**src/rtl/host_mailbox_pkg.sv**
```systemverilog
package host_mailbox_pkg;
  localparam int WORD_W = 64;
  localparam int HALF_W = WORD_W / 2;
  localparam int DEV_W  = 8;
  localparam int CMD_W  = 8;
  localparam int PAY_W  = WORD_W - DEV_W - CMD_W;
  localparam int TAG_W  = DEV_W + CMD_W;
  localparam int CODE_W = PAY_W - 1;

  localparam logic [DEV_W-1:0] DEV_TEST    = 8'd0;
  localparam logic [DEV_W-1:0] DEV_CONSOLE = 8'd1;
  localparam logic [CMD_W-1:0] CMD_GET     = 8'd0;
  localparam logic [CMD_W-1:0] CMD_PUT     = 8'd1;

  typedef enum logic [1:0] {
    ACT_NONE,
    ACT_EXIT,
    ACT_PUTC,
    ACT_PARK
  } mbx_act_e;
endpackage

```
**src/rtl/hmb_addr_dec.sv**
```systemverilog
module hmb_addr_dec #(
  parameter int ADDR_W   = 5,
  parameter int TO_OFS   = 0,
  parameter int FROM_OFS = 8
) (
  input  logic [ADDR_W-1:0] addr,
  output logic [3:0]        sel
);
  // sel[0] to-host low, sel[1] to-host high, sel[2] from-host low, sel[3] from-host high
  for (genvar i = 0; i < 4; i++) begin : g_slot
    localparam int BASE = (i < 2) ? TO_OFS : FROM_OFS;
    localparam int OFS  = BASE + 4 * (i % 2);
    assign sel[i] = (addr == OFS[ADDR_W-1:0]);
  end
endmodule

```
**src/rtl/hmb_cmd_dec.sv**
```systemverilog
module hmb_cmd_dec
  import host_mailbox_pkg::*;
(
  input  logic [WORD_W-1:0] word,
  output mbx_act_e          act,
  output logic [PAY_W-1:0]  reply,
  output logic [CODE_W-1:0] code,
  output logic [7:0]        ch
);
  logic [DEV_W-1:0] dev;
  logic [CMD_W-1:0] cmd;
  logic [PAY_W-1:0] pay;

  assign dev  = word[WORD_W-1 -: DEV_W];
  assign cmd  = word[PAY_W +: CMD_W];
  assign pay  = word[PAY_W-1:0];
  assign code = pay[PAY_W-1:1];
  assign ch   = pay[7:0];

  always_comb begin
    act   = ACT_NONE;
    reply = '0;
    if (dev == DEV_TEST && cmd == CMD_GET) begin
      if (pay[0]) act = ACT_EXIT;
    end else if (dev == DEV_CONSOLE && cmd == CMD_GET) begin
      act = ACT_PARK;
    end else if (dev == DEV_CONSOLE && cmd == CMD_PUT) begin
      act   = ACT_PUTC;
      reply = {{(PAY_W-9){1'b0}}, 1'b1, pay[7:0]};
    end
  end
endmodule

```
**src/rtl/hmb_regs.sv**
```systemverilog
module hmb_regs
  import host_mailbox_pkg::*;
(
  input  logic              clk,
  input  logic              rst_n,
  input  logic              wr,
  input  logic [HALF_W-1:0] wdata,
  input  logic [3:0]        sel,
  input  mbx_act_e          act,
  input  logic [PAY_W-1:0]  reply,
  input  logic [CODE_W-1:0] code,
  input  logic [7:0]        ch,
  input  logic              con_in_valid,
  input  logic [7:0]        con_in_byte,
  output logic [WORD_W-1:0] cand_word,
  output logic [HALF_W-1:0] rdata,
  output logic              exit_valid,
  output logic [CODE_W-1:0] exit_code,
  output logic              con_out_valid,
  output logic [7:0]        con_out_byte,
  output logic              busy
);
  logic [WORD_W-1:0] to_q, to_n, from_q, from_n, pend_q, pend_n;
  logic              allow_q, allow_n, busy_n;
  logic              ex_v_n, co_v_n;
  logic [CODE_W-1:0] code_n;
  logic [7:0]        co_b_n;
  logic              to_en, from_en, pend_en, allow_en, busy_en;
  logic              complete, from_hit;

  assign cand_word = to_q | {wdata, {HALF_W{1'b0}}};
  assign complete  = wr && sel[1] && allow_q;
  assign from_hit  = (wr && (sel[2] || sel[3])) || (complete && act != ACT_PARK);

  always_comb begin
    to_en = 1'b0; from_en = 1'b0; pend_en = 1'b0; allow_en = 1'b0; busy_en = 1'b0;
    to_n = to_q; from_n = from_q; pend_n = pend_q; allow_n = allow_q; busy_n = busy_q_w;
    ex_v_n = 1'b0; co_v_n = 1'b0; code_n = exit_code; co_b_n = con_out_byte;
    if (wr && sel[0]) begin
      allow_en = 1'b1;
      if (to_q == '0) begin
        to_en   = 1'b1;
        to_n    = {{HALF_W{1'b0}}, wdata};
        allow_n = 1'b1;
      end else begin
        allow_n = 1'b0;
      end
    end
    if (complete) begin
      to_en = 1'b1;
      to_n  = '0;
      if (act == ACT_PARK) begin
        pend_en = 1'b1;
        pend_n  = cand_word;
      end else begin
        from_en = 1'b1;
        from_n  = {cand_word[WORD_W-1 -: TAG_W], reply};
      end
      if (act == ACT_EXIT) begin
        ex_v_n = 1'b1;
        code_n = code;
      end
      if (act == ACT_PUTC) begin
        co_v_n = 1'b1;
        co_b_n = ch;
      end
    end
    if (wr && sel[2]) begin
      from_en = 1'b1; busy_en = 1'b1;
      from_n  = {{HALF_W{1'b0}}, wdata};
      busy_n  = 1'b1;
    end
    if (wr && sel[3]) begin
      from_en = 1'b1; busy_en = 1'b1;
      from_n  = from_q | {wdata, {HALF_W{1'b0}}};
      busy_n  = 1'b0;
    end
    if (con_in_valid && !from_hit) begin
      from_en = 1'b1;
      from_n  = {pend_q[WORD_W-1 -: TAG_W], {(PAY_W-9){1'b0}}, 1'b1, con_in_byte};
    end
  end

  logic busy_q_w;
  assign busy = busy_q_w;

  always_ff @(posedge clk or negedge rst_n) begin
    if (!rst_n) begin
      to_q          <= '0;
      from_q        <= '0;
      pend_q        <= '0;
      allow_q       <= 1'b0;
      busy_q_w      <= 1'b0;
      exit_valid    <= 1'b0;
      exit_code     <= '0;
      con_out_valid <= 1'b0;
      con_out_byte  <= '0;
    end else begin
      if (to_en)    to_q     <= to_n;
      if (from_en)  from_q   <= from_n;
      if (pend_en)  pend_q   <= pend_n;
      if (allow_en) allow_q  <= allow_n;
      if (busy_en)  busy_q_w <= busy_n;
      exit_valid    <= ex_v_n;
      exit_code     <= code_n;
      con_out_valid <= co_v_n;
      con_out_byte  <= co_b_n;
    end
  end

  always_comb begin
    rdata = '0;
    if (sel[0]) rdata = to_q[HALF_W-1:0];
    if (sel[1]) rdata = to_q[WORD_W-1:HALF_W];
    if (sel[2]) rdata = from_q[HALF_W-1:0];
    if (sel[3]) rdata = from_q[WORD_W-1:HALF_W];
  end

  AST_TOHOST_EMPTIES: assert property (@(posedge clk) disable iff (!rst_n)
    complete |=> (to_q == '0));
  AST_LO_REJECT_HOLDS: assert property (@(posedge clk) disable iff (!rst_n)
    (wr && sel[0] && to_q != '0) |=> ($stable(to_q) && !allow_q));
  AST_PARK_KEEPS_REPLY: assert property (@(posedge clk) disable iff (!rst_n)
    (complete && act == ACT_PARK && !con_in_valid) |=> $stable(from_q));
  AST_PUTC_REPLY_MATCH: assert property (@(posedge clk) disable iff (!rst_n)
    con_out_valid |-> (from_q[15:0] == {8'h01, con_out_byte}));
  AST_STROBES_EXCLUSIVE: assert property (@(posedge clk) disable iff (!rst_n)
    $onehot0({exit_valid, con_out_valid}));
  AST_BUSY_CLEARS: assert property (@(posedge clk) disable iff (!rst_n)
    (wr && sel[3]) |=> !busy);
endmodule

```
**src/rtl/host_mailbox.sv**
```systemverilog
module host_mailbox
  import host_mailbox_pkg::*;
#(
  parameter int ADDR_W   = 5,
  parameter int TO_OFS   = 0,
  parameter int FROM_OFS = 8
) (
  input  logic              clk,
  input  logic              rst_n,
  input  logic              bus_wr,
  input  logic [ADDR_W-1:0] bus_addr,
  input  logic [31:0]       bus_wdata,
  output logic [31:0]       bus_rdata,
  input  logic              con_in_valid,
  input  logic [7:0]        con_in_byte,
  output logic              con_out_valid,
  output logic [7:0]        con_out_byte,
  output logic              exit_valid,
  output logic [46:0]       exit_code,
  output logic              host_busy
);
  logic [1:0]        rst_sync_q;
  logic              rst_int_n;
  logic [3:0]        sel;
  logic [WORD_W-1:0] cand_word;
  mbx_act_e          act;
  logic [PAY_W-1:0]  reply;
  logic [CODE_W-1:0] code;
  logic [7:0]        ch;

  always_ff @(posedge clk or negedge rst_n) begin
    if (!rst_n) rst_sync_q <= 2'b00;
    else        rst_sync_q <= {rst_sync_q[0], 1'b1};
  end
  assign rst_int_n = rst_sync_q[1];

  hmb_addr_dec #(.ADDR_W(ADDR_W), .TO_OFS(TO_OFS), .FROM_OFS(FROM_OFS)) u_addr (
    .addr (bus_addr),
    .sel  (sel)
  );

  hmb_cmd_dec u_cmd (
    .word  (cand_word),
    .act   (act),
    .reply (reply),
    .code  (code),
    .ch    (ch)
  );

  hmb_regs u_regs (
    .clk           (clk),
    .rst_n         (rst_int_n),
    .wr            (bus_wr),
    .wdata         (bus_wdata),
    .sel           (sel),
    .act           (act),
    .reply         (reply),
    .code          (code),
    .ch            (ch),
    .con_in_valid  (con_in_valid),
    .con_in_byte   (con_in_byte),
    .cand_word     (cand_word),
    .rdata         (bus_rdata),
    .exit_valid    (exit_valid),
    .exit_code     (exit_code),
    .con_out_valid (con_out_valid),
    .con_out_byte  (con_out_byte),
    .busy          (host_busy)
  );

  AST_UNMAPPED_READS_ZERO: assert property (@(posedge clk) disable iff (!rst_int_n)
    (sel == 4'b0000) |-> (bus_rdata == 32'h0));
endmodule

```
**config.mk**
```make
export PLATFORM = sky130hd
export DESIGN_NAME = host_mailbox
export DESIGN_NICKNAME = d
export VERILOG_FILES = /design/src/rtl/host_mailbox_pkg.sv /design/src/rtl/hmb_addr_dec.sv /design/src/rtl/hmb_cmd_dec.sv /design/src/rtl/hmb_regs.sv /design/src/rtl/host_mailbox.sv
export SDC_FILE = /design/constraint.sdc
export NUM_CORES = 1
export LEC_CHECK = 0
export BUFFER_PORTS_ARGS = -buffer_cell sky130_fd_sc_hd__clkbuf_2
export CORE_UTILIZATION = 40
export CTS_BUF_LIST = sky130_fd_sc_hd__clkbuf_8
export CTS_CLUSTER_SIZE = 14
export DETAILED_ROUTE_END_ITERATION = 6
export PLACE_DENSITY_LB_ADDON = 0.08
export SLEW_MARGIN = 20
export SYNTH_ARGS = -nofsm -noshare
export SYNTH_HDL_FRONTEND = slang
export SYNTH_SLANG_ARGS = --single-unit
```
**constraint.sdc**
```tcl
create_clock -name clk -period 6.8 [get_ports clk]
set_input_delay 1.36 -clock clk [delete_from_list [all_inputs] [get_ports clk]]
set_output_delay 1.36 -clock clk [all_outputs]
set_load 0.01 [all_outputs]
```
==> results.json, run 1 <==
{
  "status": "finished clean",
  "ys_seq_elements": 173,
  "drive_above_1_share": 0.343,
  "report.final.slew_viol_count": 0,
  "synth-simple-area-share": 0.0888,
  "grtUsageMet1": 0.319,
  "synth_compound_area_frac": 0.193,
  "comb_power_share": 0.111,
  "port_buffers": 138,
  "start_kind": "primary input",
  "clock_sinks": 173,
  "final_common_cell": "dfrtp_1",
  "clkPwrFrac": 0.343,
  "finalNetCount": 761,
  "ioPinCount": 139,
  "avgSynthCellArea_um2": 12.3,
  "clkTransAtPathRegs_ns": 0.09,
  "cts_resized": 0,
  "synth_adder_area_share": 0,
  "crit_fanout": 71,
  "syn_area_mm2": 0.00729,
  "leakage_nw": 4.27,
  "intPower_w": 0.00156,
  "areaGrowthSynthToFinish_pct": 18.4,
  "grt_max_degree": 77,
  "cts_root_buf": "clkbuf_8",
  "finalCritPeriodShare": 0.645,
  "pwr-share-seq": 0.546,
  "p_per_area_mw_per_mm2": 251,
  "clock.fmax_mhz": 228,
  "cts.path.max_buffers": 2,
  "synth_top_family_by_area": "compound AO/OA/AOI/OAI gates",
  "use_met3": 0.0452,
  "ir_worst_vdd_mv": 0.191,
  "ys_types": 37,
  "switching_power_w": 0.000609,
  "finalHoldViolCount": 0,
  "placed_area_mm2": 0.00821,
  "ys_seq_area_frac": 0.594,
  "cts_buffers": 17,
  "muxShareOfSynthArea": 0.0948,
  "cts_tree": "built",
  "antenna-diode-count": 0,
  "setup_viol": 0,
  "drc": 0,
  "grt_overflow": 0,
  "wl_per_cell_um": 21.0,
  "hold_class": "reg -> async",
  "ant_nets": 0,
  "cp.required_ns": 5.44,
  "die_area_mm2": 0.0188,
  "initial_core_util": 0.415,
  "cts_setup_buffers": 0,
  "fin_tns_setup_ns": 0,
  "synthArstFlopShare": 1.00,
  "synth_edf_count": 0,
  "end_kind": "primary output",
  "gp_congestion": 0.794,
  "dp_slack_ns": 2.26,
  "synth-warning-count": 0,
  "fin_skew_ns": 0.0138,
  "rsz0062_at_grt": "false",
  "vias": 5556,
  "instances_no_fill": 950,
  "synth_xor_area_frac": 0,
  "drt_iter0_drc": 369,
  "crit_arrival_ns": 3.03,
  "die_height_um": 137,
  "design_area_mm2": 0.00863,
  "grt_pass1_wl_um": 31100,
  "grt-busiest-layer": "met2",
  "cts_hold_buffers": 0,
  "antenna_found_initial": 0,
  "finalPower_w": 0.00216,
  "hpwl_um": 12600,
  "final_cell_mix": "dfrtp_1 (172), clkbuf_2 (138), a22o_1 (55)",
  "met2_usage": 0.330,
  "maxCapViolCount": 0,
  "num_rows": 48,
  "core_area_mm2": 0.0175,
  "switching_share": 0.281,
  "worstSetupPathType": "in -> out",
  "setup_slack_ns": 2.41,
  "grt_usage": 0.221,
  "maxSlewHeadroom": 0.240,
  "ctsHtreeMaxLevel": 4,
  "worstSkewPairLatency_ns": 0.46,
  "finalWirelength_um": 19900,
  "tightestPinTransition_ns": 1.14,
  "grt_pass1_vias": 5408,
  "dp_cells": 918,
  "firstDrtPassIters": 5,
  "die_x_um": 137,
  "synthCells": 590,
  "postSynth.topFlopCell": "dfrtp_1",
  "synthesis.nets": 639,
  "vias_per_cell": 5.85,
  "min_period_ns": 4.39
}
## stage by stage
stage	hold WS, ns	utilization
global placement	0.318	0.467
detailed placement	0.320	0.468
finish	0.300	0.492
CTS	0.329	0.492
floorplan	0.331	-
global route	0.354	0.492
## cells by family after synthesis
kind of cell    count (synthesis)
compound gates                186
mux                            55
flops                         173
simple gates                  126
buf+inv                        49
other cells                     1
## layout make-up
type / instances / area [µm²]
Clock buffer: 20 / 275
Clock inverter: 12 / 136
Fill cell: 1581 / 8910
Inverter: 2 / 7.51
Multi-Input combinational cell: 368 / 2800
Sequential cell: 173 / 4330
Tap cell: 225 / 282
Timing Repair Buffer: 150 / 788
## state kept, by name, summed over array words and instances, names as in the netlist
| register | flops |
|---|---|
| u_regs.from_q | 64 |
| u_regs.exit_code | 47 |
| u_regs.to_q | 32 |
| u_regs.pend_q | 16 |
| u_regs.con_out_byte | 8 |
| rst_sync_q | 2 |
| u_regs.allow_q | 1 |
| u_regs.busy | 1 |
| u_regs.con_out_valid | 1 |
| u_regs.exit_valid | 1 |
## worst paths after layout
check | startpoint | to | slack (ns) | cells after the start
max in group asynchronous | rst_sync_q[1] | u_regs.pend_q[63] | 5.14 | 1
worst min-delay path | rst_sync_q[1] | u_regs.exit_code[16] | 0.30 | 0
worst max-delay path | bus_addr[4] | bus_rdata[24] | 2.41 | 6
worst max register to register | u_regs.allow_q | u_regs.from_q[49] | 3.99 | 6
min in group clk | rst_sync_q[0] | rst_sync_q[1] | 0.36 | 0
worst min register to register | rst_sync_q[1] | u_regs.exit_code[16] | 0.30 | 0
## power groups by stage
stage               Clock (W)  Sequential (W)  Combinational, W
finish               0.000743         0.00118          0.000240
CTS                  0.000763         0.00118          0.000243
global route         0.000810         0.00119          0.000262
floorplan                   0         0.00118          0.000138
global placement            0         0.00120          0.000237
detailed placement          0         0.00120          0.000242
## cells in the mapped netlist (2+ instances only)
cell | instances | area share
a21oi_1 | 49 | 0.034
a221o_1 | 17 | 0.023
a221oi_1 | 34 | 0.041
a22o_1 | 55 | 0.066
a22oi_1 | 7 | 0.0072
buf_1 | 4 | 0.0021
buf_2 | 3 | 0.0021
buf_6 | 3 | 0.0046
clkbuf_1 | 37 | 0.019
dfrtp_1 | 173 | 0.59
inv_1 | 2 | 0.0010
mux2_2 | 36 | 0.056
mux2_4 | 19 | 0.039
nand2_1 | 43 | 0.022
nand2b_1 | 3 | 0.0026
nand4_1 | 4 | 0.0034
nor2_1 | 21 | 0.011
nor2b_1 | 30 | 0.026
nor4_1 | 13 | 0.011
nor4b_1 | 2 | 0.0024
o211ai_1 | 8 | 0.0082
o21ai_0 | 11 | 0.0076
or2_1 | 2 | 0.0017
## per-layer routing
metal	part of all wire	wire length [µm]	vias up
li1	-	-	2471
met1	0.47	9350	2834
met2	0.46	9160	233
met3	0.058	1160	18
met4	0.012	242	0
met5	0	0	-
## critical path: stages
cell,delay (ns)
clkbuf_2,0.11
nor4b_2,0.26
buf_4,0.65
a221oi_1,0.20
a21oi_1,0.24
clkbuf_2,0.17
Power figures use the tool's default switching activity.
==> run 2: changes to the inputs <==
==> constraint.sdc (replaced) <==
create_clock -name clk -period 3.7 [get_ports clk]
set_input_delay 0.74 -clock clk [delete_from_list [all_inputs] [get_ports clk]]
set_output_delay 0.74 -clock clk [all_outputs]
set_load 0.01 [all_outputs]
==> results.json, run 2 (synthesis results as in run 1) <==
{
  "status": "finished clean",
  "crit_arrival_ns": 2.30,
  "cts_hold_buffers": 0,
  "vias_per_cell": 5.90,
  "clock_sinks": 173,
  "areaGrowthSynthToFinish_pct": 19.6,
  "cts_buffers": 17,
  "setup_viol": 0,
  "r2r_setup_slack_ns": 1.32,
  "maxSlewHeadroom": 0.456,
  "crit_fanout": 71,
  "rr_endpoint": "u_regs.exit_code[31]",
  "worst-r2r-cell-count": 5,
  "regMostFlops": "u_regs.from_q",
  "report.final.slew_viol_count": 0,
  "firstDrtPassIters": 6,
  "finalWirelength_um": 20300,
  "finalHoldViolCount": 0,
  "use_met3": 0.0463,
  "finalNetCount": 770,
  "cp.required_ns": 2.96,
  "ctsHtreeMaxLevel": 4,
  "clkTransAtPathRegs_ns": 0.09,
  "rr_startpoint": "u_regs.allow_q",
  "end_kind": "primary output",
  "hpwl_um": 12800,
  "antenna-diode-count": 0,
  "worstSkewPairLatency_ns": 0.45,
  "core_area_mm2": 0.0175,
  "drive_above_1_share": 0.345,
  "fillCellCount": 1619,
  "min_period_ns": 3.04,
  "grt_pass1_vias": 5690,
  "setup_slack_ns": 0.659,
  "tightestPinTransition_ns": 0.815,
  "design_area_mm2": 0.00871,
  "hold_class": "in -> async",
  "dp_slack_ns": 0.274,
  "grt-busiest-layer": "met2",
  "ant_nets": 0,
  "cts_resized": 0,
  "grt_max_degree": 96,
  "fin_tns_setup_ns": 0,
  "die_x_um": 137,
  "vias": 5652,
  "maxCapViolCount": 0,
  "cts.path.max_buffers": 2,
  "grt_overflow": 0,
  "drt_iter0_drc": 483,
  "whs_ns": 0.0525,
  "instances_no_fill": 958,
  "grtUsageMet1": 0.326,
  "final_common_cell": "dfrtp_1",
  "grt_usage": 0.229,
  "dp_cells": 927,
  "clock.fmax_mhz": 329,
  "leakage_nw": 4.35,
  "placed_area_mm2": 0.00830,
  "ioPinCount": 139,
  "cts_root_buf": "clkbuf_8",
  "p_per_area_mw_per_mm2": 456,
  "start_kind": "primary input",
  "die_height_um": 137,
  "rsz0062_at_grt": "false",
  "ir_worst_vdd_mv": 0.250,
  "wl_per_cell_um": 21.2,
  "reg_top3": "u_regs.from_q x64, u_regs.exit_code x47, u_regs.to_q x32",
  "crit_start": "bus_addr[4]",
  "finalCritPeriodShare": 0.822,
  "grt_pass1_wl_um": 32100,
  "cts_tree": "built",
  "final_cell_mix": "dfrtp_1 (172), clkbuf_2 (138), a22o_1 (55)",
  "antenna_found_initial": 0,
  "fin_skew_ns": 0.00966,
  "cts_setup_buffers": 0,
  "port_buffers": 138,
  "gp_congestion": 0.761,
  "drc": 0,
  "initial_core_util": 0.415,
  "met2_usage": 0.352,
  "largest_register_ffs": 64,
  "num_rows": 48,
  "worstSetupPathType": "in -> out",
  "die_area_mm2": 0.0188
}
run 2: changes by cell type in the layout (fill, tap and decap cells not counted), sizes merged:
| cell | previous run | this run |
|---|---|---|
| buf | 12 | 21 |
| clkinvlp | 6 | 1 |
| clkinv | 2 | 5 |
| bufinv | 2 | 3 |
| clkbuf | 158 | 157 |
| inv | 4 | 5 |
run 2: worst max path at each step:
stage | endpoint | slack [ns]
after floorplan | bus_rdata[10] | 0.55
after global placement | u_regs.exit_code[35] | 0.33
after detailed placement | u_regs.exit_code[33] | 0.27
after CTS | bus_rdata[0] | 0.72
after global routing | bus_rdata[24] | 0.61
final | bus_rdata[0] | 0.66
run 2: final cells by class:
type	count	area, µm²	area share
multi-input cells	368	2800	0.321
repair buffers	159	886	0.102
clock inverters	12	149	0.0171
clock buffers	19	262	0.0300
inverters	2	7.51	0.000862
flip-flops and latches	173	4330	0.497
well taps	225	282	0.0323
run 2: where the power goes:
group	internal [W]	leakage (nW)	switching [W]	total [W]
registers	0.00201	2.37	0.000155	0.00217
clock network	0.000696	0.216	0.000662	0.00136
logic	0.000195	1.76	0.000253	0.000447
total	0.00290	4.35	0.00107	0.00397
run 2: routing by layer:
layer / share of wire / wire [µm] / vias to the layer above
met1: 0.45 / 9060 / 2925
met5: 0 / 0 / -
met4: 0.014 / 276 / 0
met2: 0.48 / 9750 / 224
met3: 0.062 / 1260 / 21
li1: - / - / 2482
run 2: metrics by stage:
step | total power, W | util
after floorplan | 0.00242 | -
after global placement | 0.00264 | 0.473
after detailed placement | 0.00266 | 0.473
after CTS | 0.00403 | 0.497
after global routing | 0.00416 | 0.497
final | 0.00397 | 0.497
run 2: critical path, stage by stage:
cell	delay, ns
clkbuf_2	0.11
nor4b_2	0.37
buf_12	0.36
a221oi_1	0.15
a21oi_1	0.32
clkbuf_2	0.20
==> run 3: changes to the inputs <==
--- a/config.mk
+++ b/config.mk
@@ -5,6 +5,7 @@
 export SDC_FILE = /design/constraint.sdc
 export NUM_CORES = 1
 export LEC_CHECK = 0
+export ABC_AREA = 1
 export BUFFER_PORTS_ARGS = -buffer_cell sky130_fd_sc_hd__clkbuf_2
 export CORE_UTILIZATION = 40
 export CTS_BUF_LIST = sky130_fd_sc_hd__clkbuf_8
==> constraint.sdc (replaced) <==
create_clock -name clk -period 2.9 [get_ports clk]
set_input_delay 0.58 -clock clk [delete_from_list [all_inputs] [get_ports clk]]
set_output_delay 0.58 -clock clk [all_outputs]
set_load 0.01 [all_outputs]
==> results.json, run 3 <==
{
  "cts_setup_buffers": 0,
  "cts_root_buf": "clkbuf_8",
  "synth_area_leader_cell": "dfrtp_1",
  "crit_arrival_ns": 1.94,
  "die_area_mm2": 0.0202,
  "reg_top3": "u_regs.from_q x64, u_regs.exit_code x47, u_regs.to_q x32",
  "syn_area_mm2": 0.00787,
  "areaGrowthSynthToFinish_pct": 18.3,
  "p_per_area_mw_per_mm2": 578,
  "ctsHtreeMaxLevel": 4,
  "setup_slack_ns": 0.376,
  "end_kind": "primary output",
  "comb_power_share": 0.128,
  "tightestPinTransition_ns": 0.687,
  "clkPwrFrac": 0.358,
  "vias": 6736,
  "synth-warning-count": 0,
  "ys_seq_elements": 173,
  "cts_hold_buffers": 1,
  "vias_per_cell": 5.07,
  "start_kind": "primary input",
  "rsz0062_at_grt": "false",
  "finalCoreUtilization": 0.489,
  "drt_iter0_drc": 509,
  "cp.required_ns": 2.32,
  "instances_no_fill": 1329,
  "fin_tns_setup_ns": 0,
  "ys_top_cells_by_count": "nand2_1 (290), dfrtp_1 (173), inv_1 (88)",
  "synthesis.nets": 972,
  "clkTransAtPathRegs_ns": 0.09,
  "ant_nets": 0,
  "worstSetupPathType": "in -> out",
  "core_area_mm2": 0.0190,
  "cts_buffers": 17,
  "dp_cells": 1296,
  "ioPinCount": 139,
  "ir_worst_vdd_mv": 0.309,
  "synth_top_area_share": 0.550,
  "synth_most_common_cell": "nand2_1",
  "die_x_um": 142,
  "grt_overflow": 0,
  "grt_max_degree": 51,
  "status": "finished clean",
  "switching_share": 0.299,
  "r2r_setup_slack_ns": 0.99,
  "finalHoldViolCount": 0,
  "grt_usage": 0.240,
  "crit_fanout": 17,
  "finalCritPeriodShare": 0.870,
  "ys_seq_area_frac": 0.550,
  "cts_tree": "built",
  "rr_startpoint": "u_regs.to_q[0]",
  "wl_per_cell_um": 17.4,
  "switching_power_w": 0.00161,
  "grt_pass1_wl_um": 36600,
  "num_rows": 50,
  "synth_edf_count": 0,
  "maxCapViolCount": 0,
  "synthCells": 923,
  "regMostFlops": "u_regs.from_q",
  "avgSynthCellArea_um2": 8.52,
  "dp_slack_ns": 0.387,
  "final_cell_mix": "nand2_1 (290), dfrtp_1 (172), clkbuf_2 (138)",
  "largest_register_ffs": 64,
  "hold_class": "reg -> async",
  "finalNetCount": 1105,
  "firstDrtPassIters": 5,
  "antenna_found_initial": 0,
  "report.final.slew_viol_count": 0,
  "worstSkewPairLatency_ns": 0.47,
  "postSynth.topFlopCell": "dfrtp_1",
  "intPower_w": 0.00377,
  "maxSlewHeadroom": 0.540,
  "die_height_um": 142,
  "ys_types": 30,
  "leakage_nw": 4.97,
  "synthArstFlopShare": 1.00,
  "min_period_ns": 2.52,
  "hpwl_um": 16100,
  "fin_skew_ns": 0.0163,
  "drive_above_1_share": 0.215,
  "rr_endpoint": "u_regs.to_q[8]",
  "finalPower_w": 0.00538,
  "synth_area_leaders": "dfrtp_1 (55%), nand2_1 (14%), inv_1 (4.2%)",
  "pwr-share-seq": 0.514,
  "final_common_cell": "nand2_1",
  "drc": 0,
  "worst-r2r-cell-count": 9,
  "port_buffers": 138,
  "antenna-diode-count": 0,
  "cts.path.max_buffers": 2,
  "grt_pass1_vias": 6438,
  "cts_resized": 0,
  "clock_sinks": 173,
  "gp_congestion": 0.836,
  "clock.fmax_mhz": 396,
  "setup_viol": 0,
  "finalWirelength_um": 23100,
  "initial_core_util": 0.414
}
-- run 3: cell types whose count changed after synthesis, moves of 34 or more --
cell	before	now
nand2_1	43	290
a221oi_1	34	0
mux2_2	36	0
o21ai_0	11	53
a22o_1	55	0
nand3_1	1	63
inv_1	2	88
-- run 3: logic make-up (layout without fill, tap and decap cells) --
kind of cell	Yosys count	count (layout)	share of synthesized area
buf+inv	148	294	0.0821
other cells	1	1	0.000477
simple gates	446	446	0.243
flops	173	173	0.550
compound gates	155	155	0.124
-- run 3: final cells by class --
| type | count | area, µm² |
|---|---|---|
| Clock buffer | 18 | 248 |
| Clock inverter | 14 | 201 |
| Fill cell | 1961 | 9710 |
| Inverter | 98 | 368 |
| Multi-Input combinational cell | 602 | 2890 |
| Sequential cell | 173 | 4330 |
| Tap cell | 260 | 325 |
| Timing Repair Buffer | 164 | 938 |
-- run 3: worst max-delay path by stage --
stage | from | depth (start not counted) | slack (ns) | to
floorplan | rst_sync_q[1] | 0 | 0.04 | u_regs.allow_q
detailed placement | bus_addr[1] | 9 | 0.39 | bus_rdata[31]
finish | bus_addr[1] | 9 | 0.38 | bus_rdata[31]
CTS | bus_addr[1] | 9 | 0.39 | bus_rdata[31]
global placement | bus_addr[1] | 9 | 0.37 | bus_rdata[31]
global route | bus_addr[1] | 9 | 0.30 | bus_rdata[30]
-- run 3: power by group through the flow --
stage | Combinational [W] | Clock, W | Sequential [W]
after detailed placement | 0.000686 | 0 | 0.00281
after CTS | 0.000689 | 0.00197 | 0.00276
final | 0.000688 | 0.00192 | 0.00276
after floorplan | 0.000420 | 0 | 0.00275
after global placement | 0.000683 | 0 | 0.00281
after global routing | 0.000774 | 0.00205 | 0.00279
-- run 3: per-layer routing --
layer,global-route usage,part of all wire,up-vias
met4,0.0662,0.019,0
met2,0.350,0.44,187
met5,0,0,-
li1,-,-,3272
met1,0.364,0.50,3245
met3,0.0394,0.042,32
-- run 3: metrics by stage --
| stage | hold slack (ns) | instance area [µm²] |
|---|---|---|
| after detailed placement | 0.339 | 8850 |
| after CTS | 0.354 | 9310 |
| after global placement | 0.335 | 8850 |
| after floorplan | 0.284 | 7870 |
| after global routing | 0.364 | 9310 |
| final | 0.330 | 9310 |
-- run 3: critical path, cell delays in order --
cell and delay [ns]:
clkbuf_2 0.10, nor2_4 0.14, nand2_2 0.09, inv_2 0.07, nand2_4 0.15, inv_2 0.34, nand2_1 0.10, o211ai_1 0.16
clkbuf_2 0.19
